--- src/rtl/bridge_window_decoder.sv ---
module bridge_window_decoder #(
  parameter bit IO32   = 1'b1,
  parameter bit PREF64 = 1'b1
) (
  input  logic        clk,
  input  logic        rst_n,
  input  logic        cfg_wr,
  input  logic [2:0]  cfg_addr,
  input  logic [3:0]  cfg_be,
  input  logic [31:0] cfg_wdata,
  output logic [31:0] cfg_rdata,
  input  logic        fwd_off,
  input  logic [63:0] dec_addr,
  input  logic        dec_io,
  output logic [1:0]  dec_hit,
  output logic        sbr_pulse
);

  localparam logic [3:0] IOT = IO32 ? 4'h1 : 4'h0;
  localparam logic [3:0] PFT = PREF64 ? 4'h1 : 4'h0;

  logic [15:0] cmd, ctrl;
  logic [7:0]  pbus, sbus, subus, lat;
  logic [3:0]  io_bn, io_ln;
  logic [15:0] io_bu, io_lu;
  logic [11:0] mem_b, mem_l, pf_b, pf_l;
  logic [31:0] pf_bu, pf_lu;

  always_ff @(posedge clk or negedge rst_n) begin
    if (!rst_n) begin
      cmd <= '0; ctrl <= '0;
      pbus <= '0; sbus <= '0; subus <= '0; lat <= '0;
      io_bn <= '0; io_ln <= '0; io_bu <= '0; io_lu <= '0;
      mem_b <= '0; mem_l <= '0; pf_b <= '0; pf_l <= '0;
      pf_bu <= '0; pf_lu <= '0;
      sbr_pulse <= 1'b0;
    end else begin
      sbr_pulse <= 1'b0;
      if (fwd_off) begin
        io_bn <= 4'hF; io_ln <= 4'h0;
        io_bu <= IO32 ? 16'hFFFF : 16'h0000; io_lu <= '0;
        mem_b <= 12'hFFF; mem_l <= '0;
        pf_b <= 12'hFFF; pf_l <= '0;
        pf_bu <= '0; pf_lu <= '0;
      end else if (cfg_wr) begin
        case (cfg_addr)
          3'd0: begin
            if (cfg_be[0]) cmd[7:0]   <= cfg_wdata[7:0];
            if (cfg_be[1]) cmd[15:8]  <= cfg_wdata[15:8];
            if (cfg_be[2]) ctrl[7:0]  <= cfg_wdata[23:16];
            if (cfg_be[3]) ctrl[15:8] <= cfg_wdata[31:24];
            sbr_pulse <= cfg_be[2] && cfg_wdata[22] && !ctrl[6];
          end
          3'd1: begin
            if (cfg_be[0]) pbus  <= cfg_wdata[7:0];
            if (cfg_be[1]) sbus  <= cfg_wdata[15:8];
            if (cfg_be[2]) subus <= cfg_wdata[23:16];
            if (cfg_be[3]) lat   <= cfg_wdata[31:24];
          end
          3'd2: begin
            if (cfg_be[0]) io_bn <= cfg_wdata[7:4];
            if (cfg_be[1]) io_ln <= cfg_wdata[15:12];
          end
          3'd3: if (IO32) begin
            if (cfg_be[0]) io_bu[7:0]  <= cfg_wdata[7:0];
            if (cfg_be[1]) io_bu[15:8] <= cfg_wdata[15:8];
            if (cfg_be[2]) io_lu[7:0]  <= cfg_wdata[23:16];
            if (cfg_be[3]) io_lu[15:8] <= cfg_wdata[31:24];
          end
          3'd4: begin
            if (cfg_be[0]) mem_b[3:0]  <= cfg_wdata[7:4];
            if (cfg_be[1]) mem_b[11:4] <= cfg_wdata[15:8];
            if (cfg_be[2]) mem_l[3:0]  <= cfg_wdata[23:20];
            if (cfg_be[3]) mem_l[11:4] <= cfg_wdata[31:24];
          end
          3'd5: begin
            if (cfg_be[0]) pf_b[3:0]  <= cfg_wdata[7:4];
            if (cfg_be[1]) pf_b[11:4] <= cfg_wdata[15:8];
            if (cfg_be[2]) pf_l[3:0]  <= cfg_wdata[23:20];
            if (cfg_be[3]) pf_l[11:4] <= cfg_wdata[31:24];
          end
          3'd6: if (PREF64) begin
            if (cfg_be[0]) pf_bu[7:0]   <= cfg_wdata[7:0];
            if (cfg_be[1]) pf_bu[15:8]  <= cfg_wdata[15:8];
            if (cfg_be[2]) pf_bu[23:16] <= cfg_wdata[23:16];
            if (cfg_be[3]) pf_bu[31:24] <= cfg_wdata[31:24];
          end
          3'd7: if (PREF64) begin
            if (cfg_be[0]) pf_lu[7:0]   <= cfg_wdata[7:0];
            if (cfg_be[1]) pf_lu[15:8]  <= cfg_wdata[15:8];
            if (cfg_be[2]) pf_lu[23:16] <= cfg_wdata[23:16];
            if (cfg_be[3]) pf_lu[31:24] <= cfg_wdata[31:24];
          end
          default: ;
        endcase
      end
    end
  end

  always_comb begin
    case (cfg_addr)
      3'd0: cfg_rdata = {ctrl, cmd};
      3'd1: cfg_rdata = {lat, subus, sbus, pbus};
      3'd2: cfg_rdata = {16'h0000, io_ln, IOT, io_bn, IOT};
      3'd3: cfg_rdata = {io_lu, io_bu};
      3'd4: cfg_rdata = {mem_l, 4'h0, mem_b, 4'h0};
      3'd5: cfg_rdata = {pf_l, PFT, pf_b, PFT};
      3'd6: cfg_rdata = pf_bu;
      default: cfg_rdata = pf_lu;
    endcase
  end

  wire [31:0] io_base  = {(IO32 ? io_bu : 16'h0000), io_bn, 12'h000};
  wire [31:0] io_lim   = {(IO32 ? io_lu : 16'h0000), io_ln, 12'hFFF};
  wire [31:0] mem_base = {mem_b, 20'h00000};
  wire [31:0] mem_lim  = {mem_l, 20'hFFFFF};
  wire [63:0] pf_base  = {(PREF64 ? pf_bu : 32'h0), pf_b, 20'h00000};
  wire [63:0] pf_lim   = {(PREF64 ? pf_lu : 32'h0), pf_l, 20'hFFFFF};

  wire lo4g   = (dec_addr[63:32] == 32'h0);
  wire io_hit = dec_io && cmd[0] && lo4g && (io_lim >= io_base) &&
                (dec_addr[31:0] >= io_base) && (dec_addr[31:0] <= io_lim);
  wire mem_hit = !dec_io && cmd[1] && lo4g && (mem_lim >= mem_base) &&
                 (dec_addr[31:0] >= mem_base) && (dec_addr[31:0] <= mem_lim);
  wire pf_hit = !dec_io && cmd[1] && (pf_lim >= pf_base) &&
                (dec_addr >= pf_base) && (dec_addr <= pf_lim);

  assign dec_hit = pf_hit ? 2'd3 : mem_hit ? 2'd2 : io_hit ? 2'd1 : 2'd0;

  a_r9_single_cycle: assert property (@(posedge clk) disable iff (!rst_n)
    sbr_pulse |=> !sbr_pulse);
  a_r9_rising_only: assert property (@(posedge clk) disable iff (!rst_n)
    sbr_pulse |-> (ctrl[6] && !$past(ctrl[6])));
  a_r6_io_gate: assert property (@(posedge clk) disable iff (!rst_n)
    (dec_hit == 2'd1) |-> (cmd[0] && dec_io));
  a_r6_mem_gate: assert property (@(posedge clk) disable iff (!rst_n)
    dec_hit[1] |-> (cmd[1] && !dec_io));
  a_r10_closed: assert property (@(posedge clk) disable iff (!rst_n)
    $past(fwd_off) |-> (dec_hit == 2'd0));
  a_r7_io_order: assert property (@(posedge clk) disable iff (!rst_n)
    (dec_hit == 2'd1) |-> (io_lim >= io_base));

endmodule

--- config.mk ---
export PLATFORM = sky130hd
export DESIGN_NAME = bridge_window_decoder
export DESIGN_NICKNAME = d
export VERILOG_FILES = /design/src/rtl/bridge_window_decoder.sv
export SDC_FILE = /design/constraint.sdc
export NUM_CORES = 1
export LEC_CHECK = 0
export ABC_AREA = 1
export BUFFER_PORTS_ARGS = -buffer_cell sky130_fd_sc_hd__buf_2
export CAP_MARGIN = 20
export CORE_MARGIN = 3
export CORE_UTILIZATION = 40
export CTS_CLUSTER_DIAMETER = 100
export DETAILED_ROUTE_END_ITERATION = 10
export GPL_TIMING_DRIVEN = 0
export PLACE_DENSITY_LB_ADDON = 0.2
export SLEW_MARGIN = 10
export SYNTH_ARGS = -nofsm -noshare
export SYNTH_HDL_FRONTEND = slang
export SYNTH_SLANG_ARGS = --single-unit
--- constraint.sdc ---
create_clock -name clk -period 1.85 [get_ports clk]
set_input_delay 0.185 -clock clk [delete_from_list [all_inputs] [get_ports clk]]
set_output_delay 0.185 -clock clk [all_outputs]
set_load 0.02 [all_outputs]
# --- Word level (Yosys, flattened, before mapping) ---
# Cells that the tools add are included.
classes:
  order_cmp: 9
  eq_ne: 7
  mux: 44
  bitwise: 1
  n_reduce_logical: 60
ops:
  columns: ["op", "count"]
  rows:
  - ["$pmux W32 S7", 1]
  - ["$mux W32", 6]
  - ["$mux W12", 12]
  - ["$ge A32 B32 Y1", 4]
  - ["$ge A64 B64 Y1", 2]
  - ["$mux W16", 6]
  - ["$reduce_and A3 Y1", 22]
  - ["$le A32 B32 Y1", 2]
  - ["$le A64 B64 Y1", 1]
  - ["$mux W4", 9]
  - ["$logic_not A32 Y1", 1]
  - ["$mux W8", 4]
  - ["$reduce_and A4 Y1", 8]
  - ["$reduce_bool A2 Y1", 11]
  - ["$logic_and A1 B1 Y1", 15]
  - ["$eq A3 B3 Y1 const B", 4]
  - ["$eq A3 B2 Y1 const B", 2]
  - ["$mux W1", 4]
  - ["$mux W2", 2]
  - ["$eq A3 B1 Y1 const B", 1]
  - ["$logic_not A3 Y1", 1]
  - ["$logic_not A1 Y1", 2]
  - ["$not A1 Y1", 1]
totals:
  register_bits: 217
  inputBits: 108

# --- Depth between registers and ports, before layout ---
# Gate-level depths: netlist of the first run.
depth:
  word_depth: 8
  depth_mapped: 16
  depth_no_buf: 16

# --- Worst setup path after synthesis of the first run ---
# Ideal clock, no wire load.
synth_timing:
  path_type: "register to output"
  startpoint: "register pf_bu[31]"
  endpoint: "output dec_hit[0]"
  arrival_time_ps: 1606
  setup_slack_ps: 59
  stages_incl_launch_ff: 15
  path_cell_list: "dfrtp_1 inv_1 ha_1 nand2_1 nor2_1 nand2_1 nor2_1 nand2_1 nor2_1 nand2_1 nand3_1 nand2_1 inv_1 nand3_1 nand2_1"
synth_between:
  elab_chain_cells: 5
  word_cells_on_any_way: 6
synth_rtl:
  columns: ["item", "line_no", "rtl"]
  rows:
  - ["start: declaration", "27", "logic [31:0] pf_bu, pf_lu;"]
  - ["start signal: assignment", "86", "if (cfg_be[3]) pf_bu[31:24] <= cfg_wdata[31:24];"]
  - ["$ge A64 B64 Y1", "125", "wire pf_hit = !dec_io && cmd[1] && (pf_lim >= pf_base) &&"]
  - ["$logic_and A1 B1 Y1", "125", null]
  - ["$logic_and A1 B1 Y1 *", "125", null]
  - ["$logic_and A1 B1 Y1 *", "126", "(dec_addr >= pf_base) && (dec_addr <= pf_lim);"]
  - ["$mux W2 *", "128", "assign dec_hit = pf_hit ? 2'd3 : mem_hit ? 2'd2 : io_hit ? 2'd1 : 2'd0;"]
  - ["end: declaration", "15", "output logic [1:0] dec_hit,"]
# Mark *: on every way between the ends. The rest lies on a longest branch, timed or not.

# --- Worst setup path after layout of the first run ---
layout_timing:
  startpoint: "register io_lu[4]"
  endpoint: "output dec_hit[0]"
layout_between:
  elab_chain_cells: 7
  word_cells_on_any_way: 8
layout_rtl:
  columns: ["item", "line_no", "rtl"]
  rows:
  - ["start: declaration", "25", "logic [15:0] io_bu, io_lu;"]
  - ["start signal: assignment", "67", "if (cfg_be[2]) io_lu[7:0] <= cfg_wdata[23:16];"]
  - ["$ge A32 B32 Y1", "121", "wire io_hit = dec_io && cmd[0] && lo4g && (io_lim >= io_base) &&"]
  - ["$logic_and A1 B1 Y1 (2 in series)", "121", null]
  - ["$logic_and A1 B1 Y1 *", "122", "(dec_addr[31:0] >= io_base) && (dec_addr[31:0] <= io_lim);"]
  - ["$mux W1 *", "128", null]
  - ["$mux W2 * (2 in series)", "128", null]
# Marks and branches as above.

==> results of run 1 <==
## registers in the layout, indices dropped and copies added (netlist names)
register	count
io_bn	4
io_ln	4
ctrl	16
subus	8
pbus	8
pf_l	12
mem_l	12
pf_lu	32
sbus	8
io_lu	16
mem_b	12
cmd	16
sbr_pulse	1
io_bu	16
pf_b	12
pf_bu	32
lat	8
## worst max path at each step
stage | start | end | slack (ns) | cells past startpoint
detailed placement | pf_bu[31]$_DFFE_PN0P_ | dec_hit[1] | -0.89 | 15
global route | io_lu[7]$_DFFE_PN0P_ | dec_hit[0] | -0.99 | 12
finish | io_lu[4]$_DFFE_PN0P_ | dec_hit[0] | -0.96 | 11
CTS | pf_lu[18]$_DFFE_PN0P_ | dec_hit[0] | -0.95 | 14
floorplan | pf_bu[31]$_DFFE_PN0P_ | dec_hit[0] | 0.06 | 14
global placement | rst_n | io_bu[14]$_DFFE_PN0P_ | -3.31 | 1
## metrics by stage
| stage | setup WS, ns | area [um^2] | cells | setup TNS, ns |
|---|---|---|---|---|
| CTS | -0.948 | 18500 | 2720 | -1.89 |
| floorplan | 0.0587 | 15200 | 1982 | 0 |
| detailed placement | -0.893 | 16600 | 2628 | -42.25 |
| global placement | -3.31 | 16500 | 2626 | -750.33 |
| finish | -0.961 | 19100 | 2740 | -1.86 |
| global route | -0.994 | 19100 | 2739 | -2.30 |
## Yosys cell counts, types with 12 or more instances
library cell,instances
nand2_1,504
inv_1,250
ha_1,225
dfrtp_1,217
o21ai_0,208
nor2_1,170
a21oi_1,112
o22ai_1,53
clkbuf_1,32
nand4_1,30
nand3_1,28
a221oi_1,16
o21ai_1,16
buf_2,15
o2111ai_1,15
o211ai_1,12
## what timing repair did
item                                    in CTS  in global routing
endpoints found under the setup margin      34                 33
hold buffers                                32                  0
hold endpoints to repair                   135                  0
resized for setup                          178                144
pin swaps                                   48                 51
buffers inserted                            14                 19
## worst max-delay path: cells and delay by family (launching register included)
kind | cells | cell delay (ns)
adders and majority gates | 1 | 0.27
buffers and inverters | 2 | 0.17
DFF | 1 | 0.41
and+or+nand+nor | 8 | 1.25
## cell families (layout without fill, tap and decap cells)
kind of cell / count (synthesis) / after routing / share of synthesized area (%)
AO/OA/AOI/OAI: 466 / 466 / 17.4
other: 0 / 1 / 0
adder cells (fa/ha/maj): 225 / 225 / 18.5
multiplexers: 1 / 1 / 0.0740
AND/OR/NAND/NOR: 766 / 766 / 20.5
buffers and inverters: 307 / 560 / 7.83
flip-flops: 217 / 217 / 35.7
## power breakdown
part	switching [mW]	internal, mW	total (mW)	leakage, nW
logic	3.03	1.86	4.88	6.17
clock network	2.02	3.27	5.28	0.437
registers	0.507	5.40	5.91	2.73
total	5.55	10.5	16.1	9.34
## per-layer routing
metal | vias to the layer above | part of all wire [%] | routed length (um)
met3 | 104 | 5.9 | 3170
met2 | 444 | 45 | 24500
met4 | 2 | 4.6 | 2480
met5 | - | 0.024 | 13
met1 | 7087 | 44 | 24000
li1 | 7159 | - | -
## final cells by class
| class | count | area (um^2) | share of cell area (%) |
|---|---|---|---|
| sequential | 217 | 5430 | 28.5 |
| clock inverter | 9 | 123 | 0.644 |
| inverter | 258 | 981 | 5.15 |
| antenna | 1 | 2.50 | 0.0131 |
| buffer | 49 | 333 | 1.75 |
| tap | 504 | 631 | 3.31 |
| clock buffer | 37 | 763 | 4.01 |
| timing repair buffer | 207 | 1430 | 7.48 |
| multi-input combinational | 1458 | 9360 | 49.1 |
==> summary.txt, run 1 <==
Status
  • Status: complete, but fails checks
  • Failing checks: setup timing

Critical path
  • RR Endpoint: pf_lu[19]$_DFFE_PN0P_
  • Worst Path Required: 1.66 ns
  • Crit-path cells: inv_2 > ha_1 > nand2_1 > nor2_2 > nand4_1 > nor3_2 > nand3_1 > nand2_1 > nand3b_1 > nand2_4 > buf_6
  • Critical path launch point type: flip-flop
  • CP Class: reg -> out
  • RR Startpoint: pf_lu[19]$_DFFE_PN0P_
  • FF-to-FF path depth: 4
  • Critical Path End Type: output port
  • Crit-path most repeated cell: nand2_1
  • Critical-path cell with the highest stage delay: dfrtp_1
  • WP data arrival: 2.63 ns
  • Slack of the worst reg-to-reg path: approximately 0.93 ns
  • CP peak stage delay: about 0.41 ns
  • Critical path fanouts, max: 3

Routing
  • DR pass1 iterations: 7
  • DRT antenna net count: 0
  • Via/cell ratio: around 5.4
  • Initial DRC Count: roughly 1,200
  • Via count: 14,800
  • Routed WL: ~54 mm
  • DRC violations left: 0
  • Routed len/inst: 19.8 um

Global routing
  • M3 GR Usage: 3.10%
  • GR Util met1: approximately 35%
  • Initial antenna violation count: 2
  • Met2 usage: between 40% and 50%
  • First-pass GRT wire length: roughly 82 mm
  • Largest net degree at the start of global routing: 85
  • Gr busiest metal: met2
  • Number of global-route vias before repair: about 14,000
  • GR Util All Layers: between 20 and 30%
  • Grt ovf: 0

Cells and area
  • Area Overhead vs Synth: 25.3%
  • Layout Nets: 2,550
  • Final core occ: approximately half
  • Share of layout cells above drive strength 1: about 22%
  • Fill count: 3,602
  • Commonest non-fill, non-tap cell in the layout: nand2_1
  • Most frequent cells in the layout: 486 x nand2_1, 215 x dfrtp_1, 209 x ha_1, 205 x o21ai_0, 159 x inv_1

Synthesis
  • Cell taking the most area after synthesis: dfrtp_1
  • Sequential share of the synthesized area: between 30% and 40%
  • Syn Nets: approximately 2,300
  • Synth unique cells: between 40 and 50
  • Synth top area cells: dfrtp_1 36%, ha_1 19%, nand2_1 12%, o21ai_0 6.8%, inv_1 6.2%
  • Synthesis Warnings: 0
  • Cell Area, Synth: ~0.015 mm^2
  • Synth top area share: a little over a third
  • EDFF count, synth: 0
  • Avg Inst Size Synth: 7.67 um^2
  • Main flop type after synthesis: dfrtp_1
  • Yosys reg bits: ~220
  • Ys async rst share: 100%
  • Syn Inst Count: between 1,500 and 2,000

STA
  • Hold Slack: ~0.055 ns
  • Slew margin rel.: just under 60%
  • # setup viols final: 3
  • RSZ-0062 raised after global routing: true
  • Slew at the pin closest to its max-slew limit: between 0.6 and 0.7 ns
  • Tcrit/Tclk final: 152%
  • Final hold viol count: 0
  • Worst Skew: roughly 0.003 ns
  • Final number of max-transition violations: 0
  • Worst Setup Slack, final: -0.961 ns
  • Fmax: 356 MHz
  • Post-layout minimum cycle time: approximately 2.8 ns

Power
  • Worst VDD drop: 0.582 mV
  • Leakage: 9.34 nW
  • Power per standard cell area: between 800 and 900 mW/mm^2
  • Total chip power: between 15 and 20 mW

Placement
  • Port-buffer cells: between 100 and 150
  • GPL Wtd Cong: around 0.94
  • Dpl hpwl: 42.6 mm

Clock tree
  • Later-pin clock latency in the skew report: about 0.53 ns
  • Total clock sinks: roughly 220
  • Bufs on Longest Clock Path: 3
  • Clock root cell: clkbuf_16
  • H-Tree Depth: 1
  • Num CTS Buffers: 26
  • CTS clk-pin slew, worst paths: ~0.06 ns
  • TritonCTS clock tree: yes

Hold path
  • Cells on Worst Hold Path: 3
  • Hold Path End: cmd[0]$_DFFE_PN0P_
  • Min-delay worst type: in -> reg
  • Hold Crit Start: cfg_wdata[0]

Floorplan
  • # rows: 70
  • Die Ht: approximately 200 um
  • Core area: approximately 0.037 mm^2
  • Die area: a little over 0.04 mm^2
  • Die width: about 200 um
  • # IOs: 143
  • Initial Util: 41.1%

Flow run
  • MaxCap Viol Count: 0
Note: power is estimated with default switching activity, not from simulation.
==> run 2, diff against run 1 <==
--- a/config.mk
+++ b/config.mk
@@ -6,6 +6,7 @@
 export NUM_CORES = 1
 export LEC_CHECK = 0
 export ABC_AREA = 1
+export ABC_CLOCK_PERIOD_IN_PS = 2800
 export BUFFER_PORTS_ARGS = -buffer_cell sky130_fd_sc_hd__buf_2
 export CAP_MARGIN = 20
 export CORE_MARGIN = 3
==> constraint.sdc (replaced) <==
create_clock -name clk -period 2.8 [get_ports clk]
set_input_delay 0.28 -clock clk [delete_from_list [all_inputs] [get_ports clk]]
set_output_delay 0.28 -clock clk [all_outputs]
set_load 0.02 [all_outputs]
==> summary.txt, run 2 (synthesis results as in run 1) <==
Routing
  • DRC violations left: 0
  • Via count: between 10,000 and 15,000
  • Via/cell ratio: about 5.4
  • DR pass1 iterations: 6
  • Initial DRC Count: ~1,100
  • Routed WL: about 54 mm
  • DRT antenna net count: 0
  • Routed len/inst: approximately 20 um

Clock tree
  • CTS clk-pin slew, worst paths: 0.06 ns
  • TritonCTS clock tree: yes
  • Later-pin clock latency in the skew report: between 0.5 and 0.6 ns
  • Clock root cell: clkbuf_16
  • Bufs on Longest Clock Path: 3
  • Num CTS Buffers: 26
  • Total clock sinks: about 220
  • H-Tree Depth: 1

Cells and area
  • Commonest non-fill, non-tap cell in the layout: nand2_1
  • Layout Nets: approximately 2,500
  • Area Overhead vs Synth: 18.9%
  • Top flop regs: pf_bu (32), pf_lu (32)
  • Most frequent cells in the layout: 488 x nand2_1, 232 x inv_1, 216 x dfrtp_1, 211 x ha_1, 208 x o21ai_0
  • Share of layout cells above drive strength 1: between 15 and 20%

STA
  • Slew at the pin closest to its max-slew limit: between 0.9 and 1 ns
  • Final number of max-transition violations: 0
  • Worst Setup Slack, final: -0.109 ns
  • Post-layout minimum cycle time: 2.91 ns
  • Tcrit/Tclk final: 104%
  • Slew margin rel.: between 30% and 40%
  • Fmax: about 340 MHz
  • Post-route setup TNS: -0.142 ns
  • # setup viols final: 2
  • Worst Skew: roughly 0.0054 ns
  • RSZ-0062 raised after global routing: true
  • Final hold viol count: 0

Floorplan
  • Die width: 201 um
  • # rows: 70
  • Die Ht: about 200 um
  • Core area: around 0.037 mm^2
  • Die area: just over 0.04 mm^2
  • # IOs: around 140
  • Initial Util: slightly above 40%

Status
  • Failing checks: setup timing
  • Status: complete, but fails checks

Critical path
  • RR Endpoint: pf_lu[19]$_DFFE_PN0P_
  • FF-to-FF path depth: 4
  • Critical path launch point type: flip-flop
  • Critical path fanouts, max: 3
  • Slack of the worst reg-to-reg path: approximately 1.9 ns
  • RR Startpoint: pf_lu[19]$_DFFE_PN0P_
  • CP Class: reg -> out
  • WP data arrival: approximately 2.6 ns
  • Worst Path Required: 2.52 ns
  • Critical Path End Type: output port

Power
  • Worst VDD drop: ~0.39 mV
  • Power per standard cell area: roughly 580 mW/mm^2
  • Leakage: about 9.0 nW

Hold path
  • Hold Crit Start: cfg_wdata[22]
  • Hold Path End: sbr_pulse$_DFF_PN0_
  • Cells on Worst Hold Path: 3
  • Min-delay worst type: in -> reg

Global routing
  • Grt ovf: 0
  • Largest net degree at the start of global routing: 85
  • Initial antenna violation count: 2
  • GR Util All Layers: between 20% and 30%
  • First-pass GRT wire length: between 80 and 90 mm
  • Number of global-route vias before repair: approximately 14,000

Placement
  • GPL Wtd Cong: around 0.94
  • Port-buffer cells: 140
  • Dpl hpwl: 42.6 mm
  • Pre-CTS WS: -0.0584 ns

Flow run
  • MaxCap Viol Count: 0
-- run 2: cell count changes in the layout (fill, tap and decap cells not counted), sizes merged --
cell / delta
buf: -16
clkbuf: +3
dlygate4sd3: -31
-- run 2: worst max-delay path by stage --
stage / end / slack, ns / cells past startpoint / start
3_3_place_gp: io_bu[14]$_DFFE_PN0P_ / -2.45 / 1 / rst_n
6_report: dec_hit[0] / -0.11 / 11 / io_lu[4]$_DFFE_PN0P_
5_1_grt: dec_hit[0] / -0.15 / 11 / io_lu[4]$_DFFE_PN0P_
4_1_cts: dec_hit[0] / -0.09 / 14 / pf_lu[18]$_DFFE_PN0P_
3_5_place_dp: cfg_rdata[3] / -0.06 / 6 / cfg_addr[2]
2_1_floorplan: cfg_rdata[22] / 0.90 / 6 / cfg_addr[2]
-- run 2: metal layers --
metal	vias to the layer above	GRT usage, %	part of all wire, %
li1	7050	-	-
met1	7019	35.0	44
met2	459	40.9	45
met3	107	3.24	5.4
met4	2	11.3	5.2
met5	-	0	0.024
-- run 2: critical path: stages, from the launching register on --
cell	delay (ns)
dfrtp_1	0.42
inv_2	0.06
ha_1	0.27
nand2_1	0.06
nor2_2	0.13
nand4_1	0.21
nor3_2	0.33
nand3_1	0.13
nand2_1	0.10
nand3b_1	0.15
nand2_4	0.14
buf_6	0.12
-- run 2: metrics by stage --
stage / cell area [um^2] / hold WS [ns] / std cells / power, mW / utilization [%]
floorplan: 15200 / -0.0156 / 1982 / 5.66 / -
global placement: 16500 / 0.410 / 2626 / 6.56 / 44.6
detailed placement: 16600 / 0.264 / 2628 / 6.69 / 44.8
CTS: 17800 / 0.000138 / 2679 / 10.3 / 48.0
global route: 18100 / 0.0351 / 2695 / 11.0 / 48.8
finish: 18100 / 0.0186 / 2696 / 10.4 / 48.8
-- run 2: layout make-up --
type | count | area (um^2)
antenna | 1 | 2.50
buffer | 49 | 221
clock buffer | 37 | 763
clock inverter | 9 | 123
fill | 3687 | 19000
inverter | 258 | 973
multi-input combinational | 1458 | 8990
sequential | 217 | 5430
tap | 504 | 631
timing repair buffer | 163 | 946
-- run 2: power by group --
part	switching, mW	internal (mW)	leakage, nW	total [mW]
sequential	0.292	3.57	2.73	3.86
clock	1.34	2.16	0.437	3.50
combinational	1.94	1.10	5.84	3.04
-- run 2: repair_timing --
action / 4_1_cts / 5_1_grt
pin swaps: 20 / 27
endpoints found under the hold margin: 66 / 0
resized for setup: 59 / 50
hold buffers: 1 / 0
setup endpoints to repair: 6 / 5
setup buffers: 4 / 16
